<file path="src/rtl/mnd_pkg.sv">
package mnd_pkg;
  localparam int MODE_W = 2;
  typedef enum logic {PATH_PASS = 1'b0, PATH_DIV = 1'b1} path_e;
endpackage

</file>
<file path="src/rtl/mnd_decode.sv">
module mnd_decode #(
  parameter int W = 8
) (
  input  logic [mnd_pkg::MODE_W-1:0] mode_i,
  input  logic [W-1:0]               m_i,
  input  logic [W-1:0]               n_i,
  input  logic [W-1:0]               d_i,
  output logic [W-1:0]               m_o,
  output logic [W-1:0]               n_o,
  output logic [W-1:0]               d_o,
  output logic                       ok_o
);
  // N register carries the inverted difference; add M back modulo 2^W
  always_comb begin
    m_o  = m_i;
    n_o  = (~n_i) + m_i;
    d_o  = ~d_i;
    ok_o = (mode_i != '0) && (n_o != '0) && (m_i != '0) && (m_i < n_o);
  end
endmodule

</file>
<file path="src/rtl/mnd_accum.sv">
module mnd_accum #(
  parameter int W = 8
) (
  input  logic         clk,
  input  logic         rst_n,
  input  logic [W-1:0] m_new,
  input  logic [W-1:0] n_new,
  input  logic [W-1:0] d_new,
  input  logic         ok_new,
  output logic         run_q,
  output logic [W-1:0] acc_q,
  output logic [W-1:0] m_a,
  output logic [W-1:0] n_a,
  output logic [W-1:0] d_a,
  output logic         tick_q,
  output logic         level_q,
  output logic         reload
);
  localparam int SW = W + 1;

  logic [SW-1:0] sum;
  logic          wrap;
  logic [W-1:0]  acc_n;

  always_comb begin
    sum    = {1'b0, acc_q} + {1'b0, m_a};
    wrap   = sum >= {1'b0, n_a};
    acc_n  = wrap ? W'(sum - {1'b0, n_a}) : sum[W-1:0];
    reload = !run_q || (acc_n == '0);
  end

  always_ff @(posedge clk or negedge rst_n) begin
    if (!rst_n) begin
      run_q   <= 1'b0;
      acc_q   <= '0;
      m_a     <= '0;
      n_a     <= '0;
      d_a     <= '0;
      tick_q  <= 1'b0;
      level_q <= 1'b0;
    end else if (reload) begin
      run_q   <= ok_new;
      m_a     <= m_new;
      n_a     <= n_new;
      d_a     <= d_new;
      acc_q   <= '0;
      tick_q  <= run_q && wrap;
      level_q <= ok_new && (d_new != '0);
    end else begin
      acc_q   <= acc_n;
      tick_q  <= wrap;
      level_q <= acc_n < d_a;
    end
  end
endmodule

</file>
<file path="src/rtl/mnd_divider.sv">
module mnd_divider #(
  parameter int W = 8
) (
  input  logic                       clk,
  input  logic                       rst_n,
  input  logic [mnd_pkg::MODE_W-1:0] mode_i,
  input  logic [W-1:0]               m_i,
  input  logic [W-1:0]               n_i,
  input  logic [W-1:0]               d_i,
  output logic                       clk_o,
  output logic                       en_o
);
  import mnd_pkg::*;

  logic [W-1:0] m_dec, n_dec, d_dec;
  logic         cfg_ok;
  logic         run_a, tick_q, level_q, reload;
  logic [W-1:0] acc_q, m_a, n_a, d_a;
  path_e        path;

  mnd_decode #(.W(W)) u_dec (
    .mode_i(mode_i), .m_i(m_i), .n_i(n_i), .d_i(d_i),
    .m_o(m_dec), .n_o(n_dec), .d_o(d_dec), .ok_o(cfg_ok)
  );

  mnd_accum #(.W(W)) u_acc (
    .clk(clk), .rst_n(rst_n),
    .m_new(m_dec), .n_new(n_dec), .d_new(d_dec), .ok_new(cfg_ok),
    .run_q(run_a), .acc_q(acc_q), .m_a(m_a), .n_a(n_a), .d_a(d_a),
    .tick_q(tick_q), .level_q(level_q), .reload(reload)
  );

  always_comb begin
    path  = run_a ? PATH_DIV : PATH_PASS;
    clk_o = (path == PATH_DIV) ? level_q : clk;
    en_o  = (path == PATH_DIV) ? tick_q : 1'b1;
  end
endmodule

</file>
<file path="config.mk">
export PLATFORM = sky130hd
export DESIGN_NAME = mnd_divider
export DESIGN_NICKNAME = d
export VERILOG_FILES = /design/src/rtl/mnd_pkg.sv /design/src/rtl/mnd_decode.sv /design/src/rtl/mnd_accum.sv /design/src/rtl/mnd_divider.sv
export SDC_FILE = /design/constraint.sdc
export NUM_CORES = 1
export LEC_CHECK = 0
export ABC_AREA = 1
export CAP_MARGIN = 20
export CORE_MARGIN = 5
export CORE_UTILIZATION = 30
export DETAILED_ROUTE_END_ITERATION = 7
export DONT_BUFFER_PORTS = 1
export GPL_TIMING_DRIVEN = 0
export SLEW_MARGIN = 20
export SYNTH_ARGS = -nofsm -noshare
export SYNTH_HDL_FRONTEND = slang
export SYNTH_SLANG_ARGS = --single-unit
</file>
<file path="constraint.sdc">
create_clock -name clk -period 3.9 [get_ports clk]
set_clock_uncertainty 0.2 [all_clocks]
set_input_delay 0.78 -clock clk [delete_from_list [all_inputs] [get_ports clk]]
set_output_delay 0.78 -clock clk [all_outputs]
set_load 0.005 [all_outputs]
</file>
Yosys cells after proc, flatten, opt, wreduce, memory -nomap -nowiden --
Cells that the tools add are included.
Operators by class: $add $sub $neg 3, multipliers 0, divide/modulo/power cells 0, order comparisons 3, equal/unequal tests 0, shifts and indexed selects 0, multiplexer cells 7, bitwise logic cells 2, reductions and logical operators 12
Operators with widths (number):
- 8-bit nonzero test | 3
- 8-bit less-than comparator | 2
- 8-bit two-way mux | 2
- 8-bit inverter | 2
- 8-bit by 8-bit adder with 9-bit output | 1
- 9-bit by 8-bit >= comparator with 1-bit output | 1
- 8-bit adder | 1
- 8-bit logical NOT | 1
- 8-bit subtractor | 1
- 1-bit logical AND | 5
- 1-bit two-way mux | 5
- 2-bit nonzero test | 1
- 1-bit logical NOT | 1
- 1-bit logical OR | 1
Storage, ports and cells: register bits 35, bits in latches 0, RAM bits 0, memory bits (read-only) 0, bits of input ports 28, output and inout port bits 2, word-level logic and storage cells 34, memories kept 0

Depth between registers and ports, before layout --
Gate-level depths: netlist of the first run.
word-level depth 8, gate-level depth with buffers 29, depth with buffers taken out 29

Hierarchy --
A second synthesis of the first run with hierarchy kept.
Unflattened totals: cells, all modules 474, area total of the unflattened synthesis 3211.8 um2
By module, submodules not included:
- mnd_accum | times used 1, cells each 337, area each 2431.1 um2, seq. area each 875.8 um2
- mnd_decode | times used 1, cells each 131, area each 758.2 um2, seq. area each 0.0 um2
- mnd_divider | times used 1, cells each 6, area each 22.5 um2, seq. area each 0.0 um2

==> results of run 1 <==
## per-stage QoR
step	std cells	area, um2	setup slack (ns)	util, %	hold slack [ns]
floorplan	439	3074	0.4482	-	0.2789
global placement	575	3244	0.04974	32.00	0.2856
CTS	587	3446	0.002023	33.99	0.006337
finish	591	3580	0.2084	35.31	0.006782
global route	591	3580	-0.02644	35.31	0.008822
detailed placement	575	3244	0.02982	32.00	0.2855
## synth_stat cells (all sizes together)
cell    count
fa          3
xor2        9
o21ai      20
nand3b      4
clkbuf      1
inv        89
xnor2       6
a21o        1
nand2     133
dfrtp      35
nor4        3
nor3        2
nand3      35
buf         8
nand4       4
a31o        1
ha         38
or2         2
a21oi      17
a211oi      1
o21a        1
nor2       26
## logic make-up (layout without fill, tap and decap cells)
group | Yosys count | after routing | synth area share [%]
simple gates | 209 | 209 | 29.22
xor+xnor | 15 | 15 | 4.274
flops | 35 | 35 | 28.49
fa+ha+maj | 41 | 41 | 17.42
buf+inv | 98 | 114 | 13.31
compound gates | 41 | 41 | 7.286
## layout make-up
type,count,area (um2)
fill,1065,6559
multi-input combinational,306,1902
sequential,35,875.8
inverter,89,334.1
tap,136,170.2
clock buffer,9,123.9
buffer,9,81.33
timing repair buffer,5,53.80
clock inverter,2,38.79
## registers in the layout, summed over array words and instances, names as in the netlist
signal	flops
u_acc.d_a	8
u_acc.run_q	1
u_acc.n_a	8
u_acc.tick_q	1
u_acc.level_q	1
u_acc.acc_q	8
u_acc.m_a	8
## per-layer routing
metal	global-route usage (%)	routed length, um	vias to the layer above
li1	-	-	1398
met1	15.65	3492	1265
met2	21.55	3635	61
met3	3.166	322	17
met4	5.353	131	0
met5	0	0	-
## repair_timing
action,CTS,global route
gates cloned,0,1
pin swaps,0,7
buffers inserted,0,3
hold endpoints to repair,35,0
setup endpoints to repair,2,33
gates resized for setup,4,25
hold buffers,1,0
## worst max path at each step
stage / to / slack [ns] / cells after the start
2_1_floorplan: u_acc.level_q / 0.45 / 21
3_3_place_gp: u_acc.level_q / 0.05 / 21
3_5_place_dp: u_acc.level_q / 0.03 / 25
4_1_cts: u_acc.level_q / 0.002 / 26
5_1_grt: u_acc.m_a[7] / -0.03 / 28
6_report: u_acc.m_a[3] / 0.21 / 27
==> metrics.md, run 1 <==
| Metric | Value |
|---|---|
| Clock slew seen by the registers of the worst setup and hold paths | `about 0.08 ns` |
| Max-slew headroom | `between 70% and 80%` |
| Clock latency at the later pin of the worst-skew pair | `roughly 0.40 ns` |
| Status | `finished, final reports clean` |
| Most frequent cells in the layout | `nand2_1, inv_1, dfrtp_1, nand3_1, ha_1` |
| Setup crit start | `u_acc.m_a[4]` |
| Largest net degree at the start of global routing | `36` |
| First-pass GRT wire length | `between 10000 and 15000 um` |
| Area grow syn2layout | `16.44%` |
| Synth Area per Inst | `around 7 um2` |
| Top-area cell type share of the netlist area | `28.49%` |
| CP max stage cell | `dfrtp_1` |
| DRC | `0` |
| Crit path max fanout | `10` |
| Final hold viol count | `0` |
| Worst path buffer plus inverter count | `5` |
| Die Span Y | `approximately 110 um` |
| FF+latch count, synth | `35` |
| Via density | `about 4.6` |
| Post-route ant nets | `0` |
| Worst hold path type | `input port to asynchronous set/reset pin` |
| Num rows | `37` |
| Slew Limit Fails | `0` |
| Yosys top cell by area | `dfrtp_1` |
| Register area share after synthesis | `about 28%` |
| Diode count | `0` |
| Most common cell after layout, fill and taps aside | `nand2_1` |
| Worst setup SP type | `register` |
| Vias in the first global route | `2847` |
| Core box area | `between 0.01 and 0.015 mm2` |
| Total number of vias | `~2700` |
| Main area contributors after synthesis | `dfrtp_1, nand2_1, ha_1` |
| GR Overflow Total | `0` |
| Most common cell on crit path | `nand2_1` |
| Netlist Area Pre-Place | `0.003074 mm2` |
| Max Fclk | `about 0.27 GHz` |
| GP Congestion | `a little under 0.9` |
| Tmin final | `between 3 and 4 ns` |
| Netlist cell types | `30` |
| Pre-antenna DRT Iters | `6` |
| Synthesized net count | `between 500 and 600` |
| Top cell family by delay on the critical path | `simple AND/OR/NAND/NOR gates` |
| Critical R2R Launch | `u_acc.m_a[4]` |
| Initial antenna violation count | `0` |
| Routed WL | `between 7000 and 8000 um` |
| Synth warn | `0` |
| R2r setup slk | `between 0.2 and 0.25 ns` |
| Setup TNS | `0 ns` |
| Cells on worst reg2reg path | `27` |
| Worst endpoint required time | `4.04 ns` |
| Crit path capture type | `register` |
| Kind of critical path | `register to register` |
| PortBufs | `0` |
| Initial Utilization | `between 30% and 40%` |
| Crit path DAT | `about 3.8 ns` |
| Post-detail-place hpwl | `around 6000 um` |
| # setup viols final | `0` |
| Die width | `~110 um` |
| Period utilization | `a little over nine tenths` |
| Worst r2r dst | `u_acc.m_a[3]` |
| Routed WL per cell | `approximately 13 um` |
| DRT iter0 DRCs | `between 100 and 150` |
| Cells after synthesis | `439` |
| Share of layout cells above drive strength 1 | `between 10 and 15%` |
| Die footprint | `~0.012 mm2` |
| Crit-path max cell delay | `0.41 ns` |
| CTS tree | `yes` |
| Worst slew pin tran | `approximately 0.44 ns` |
| Max Cap Viol | `0` |
| # nets final | `523` |
| I/O pins | `30` |
| Gr usage total | `approximately an eighth` |
Power of run 1 is left out: the tool's default activity adds up to more than one toggle a clock period on the data nets, which glitch-free logic cannot reach.
==> inputs of run 2 (changes only) <==
--- a/config.mk
+++ b/config.mk
@@ -8,7 +8,7 @@
 export ABC_AREA = 1
 export CAP_MARGIN = 20
 export CORE_MARGIN = 5
-export CORE_UTILIZATION = 30
+export CORE_UTILIZATION = 35
 export DETAILED_ROUTE_END_ITERATION = 7
 export DONT_BUFFER_PORTS = 1
 export GPL_TIMING_DRIVEN = 0
==> run 2 against run 1 <==
Worst setup slack better by 0.034 ns. First-iteration DRC count down 24%. Worst hold slack better by 0.0065 ns. Die area down 13%. Critical path type unchanged. Critical endpoint is now u_acc.d_a[0].
==> metrics.md, run 2 (same netlist as run 1, synthesis figures left out) <==
| Metric | Value |
|---|---|
| Largest net degree at the start of global routing | `36` |
| Cell Area, Placed | `0.003209 mm2` |
| R2r setup slk | `between 0.2 and 0.25 ns` |
| DP Cell Count | `between 500 and 600` |
| Worst slew pin tran | `about 0.46 ns` |
| Final hold viol count | `0` |
| Vias in the first global route | `around 2700` |
| Total number of vias | `~2700` |
| Crit-path max cell delay | `0.39 ns` |
| Most frequent cells in the layout | `nand2_1, inv_1, dfrtp_1, nand3_1, ha_1` |
| Initial Utilization | `between 30% and 40%` |
| Initial antenna violation count | `0` |
| Slew Limit Fails | `0` |
| DRT iter0 DRCs | `~110` |
| Crit path DAT | `3.79 ns` |
| Worst hold path type | `input port to asynchronous set/reset pin` |
| Num rows | `34` |
| Die Span Y | `between 100 and 150 um` |
| PortBufs | `0` |
| Status | `finished, final reports clean` |
| GP Congestion | `0.8815` |
| Worst endpoint required time | `between 4 and 5 ns` |
| Share of layout cells above drive strength 1 | `a little over an eighth` |
| Finished Cell Area | `0.003590 mm2` |
| Worst setup SP type | `register` |
| # nets final | `between 500 and 600` |
| Pre-antenna DRT Iters | `4` |
| CP max stage cell | `dfrtp_1` |
| Die footprint | `between 0.01 and 0.015 mm2` |
| Max Cap Viol | `0` |
| CTS tree | `yes` |
| Finished Layout Cells | `565` |
| Diode count | `0` |
| Most common cell on crit path | `nand2_1` |
| Max-slew headroom | `a little under 70%` |
| Crit path max fanout | `10` |
| Routed WL per cell | `13.80 um` |
| Crit path capture type | `register` |
| Area grow syn2layout | `16.77%` |
| Via density | `approximately 4.8` |
| Die width | `103.7 um` |
| DRC | `0` |
| Routed WL | `7799 um` |
| I/O pins | `30` |
| FILL cells | `890` |
| Most common cell after layout, fill and taps aside | `nand2_1` |
| Post-place setup slack | `~0.031 ns` |
| Clock slew seen by the registers of the worst setup and hold paths | `roughly 0.080 ns` |
| Kind of critical path | `register to register` |
| CP Cell Sequence | `ha_2 > fa_2 > nand2_1 > nand2_1 > nand2_2 > xor2_2 > inv_2 > ha_4 > nand2_1 > nor2_1 > nand2_1 > nand3_1 > nand3_2 > nand2_4 > nand2_1 > nand2_2 > nand2_1 > nor2_2 > nand2_2 > nand2_4 > buf_8 > buf_6 > nand2_1 > nand2_1` |
| Post-detail-place hpwl | `roughly 5900 um` |
| Worst setup margin | `0.2428 ns` |
| Post-route ant nets | `0` |
| GR Overflow Total | `0` |
| # setup viols final | `0` |
| Max Fclk | `0.2734 GHz` |
| Tmin final | `between 3 and 4 ns` |
| Period utilization | `~94%` |
| First-pass GRT wire length | `around 13000 um` |
| Gr usage total | `~14%` |
| Core box area | `about 0.0086 mm2` |
| Clock latency at the later pin of the worst-skew pair | `about 0.39 ns` |
==> run 2: changes by cell type in the layout (fill, tap and decap cells not counted), moves of 2 or more <==
| cell | before | now |
|---|---|---|
| nand2_2 | 10 | 13 |
| a21oi_1 | 13 | 16 |
| nand2_1 | 122 | 118 |
| a21oi_2 | 4 | 1 |
| buf_6 | 7 | 5 |
| buf_8 | 0 | 2 |
==> run 2: per-layer routing <==
layer  vias up  track usage (%)  wire, um  part of all wire (%)
li1       1395                -         -                     -
met1      1268            18.14      3532                    45
met2        53            23.68      3830                    49
met3         8            2.923       351                   4.5
met4         0            3.885        85                   1.1
met5         -                0         0                     0
==> run 2: what timing repair did <==
item                                    in CTS  in global routing
resized for setup                            0                 36
endpoints found under the hold margin       35                  0
endpoints found under the setup margin       0                 33
hold buffers                                 1                  0
buffers inserted                             0                  4
==> run 2: worst paths after layout <==
kind | end | cells after the start | startpoint
min reg2reg | u_acc.d_a[7] | 2 | u_acc.d_a[7]
min in group clk | u_acc.m_a[7] | 2 | m_i[7]
min | u_acc.level_q | 1 | rst_n
max in group asynchronous | u_acc.acc_q[2] | 1 | rst_n
max reg2reg | u_acc.d_a[0] | 24 | u_acc.m_a[0]
max | u_acc.d_a[0] | 24 | u_acc.m_a[0]
==> run 2: area by class of cell <==
type	count	area [um2]	area share, %
Multi-Input combinational cell	306	1908	53.15
Sequential cell	35	875.8	24.40
Inverter	89	334.1	9.306
Tap cell	108	135.1	3.764
Clock buffer	9	123.9	3.451
Buffer	9	91.34	2.544
Timing Repair Buffer	7	86.33	2.405
Clock inverter	2	35.03	0.9760
==> run 2: stage by stage <==
step                util [%]  hold WS, ns  setup TNS, ns
global route           41.57      0.02671        -0.1756
detailed placement     37.16       0.2852              0
CTS                    39.24      0.01967              0
global placement       37.16       0.2855              0
finish                 41.57      0.01324              0
floorplan                  -       0.2789              0
==> run 2: worst max-delay path, delay by kind of cell, from the launching register on <==
kind                     cells  cell delay [ns]
XOR/XNOR                     1             0.18
adder cells (fa/ha/maj)      3             0.85
buffers and inverters        3             0.34
flip-flops                   1             0.39
AND/OR/NAND/NOR             17             1.64
Power of run 2 is left out for the same reason.
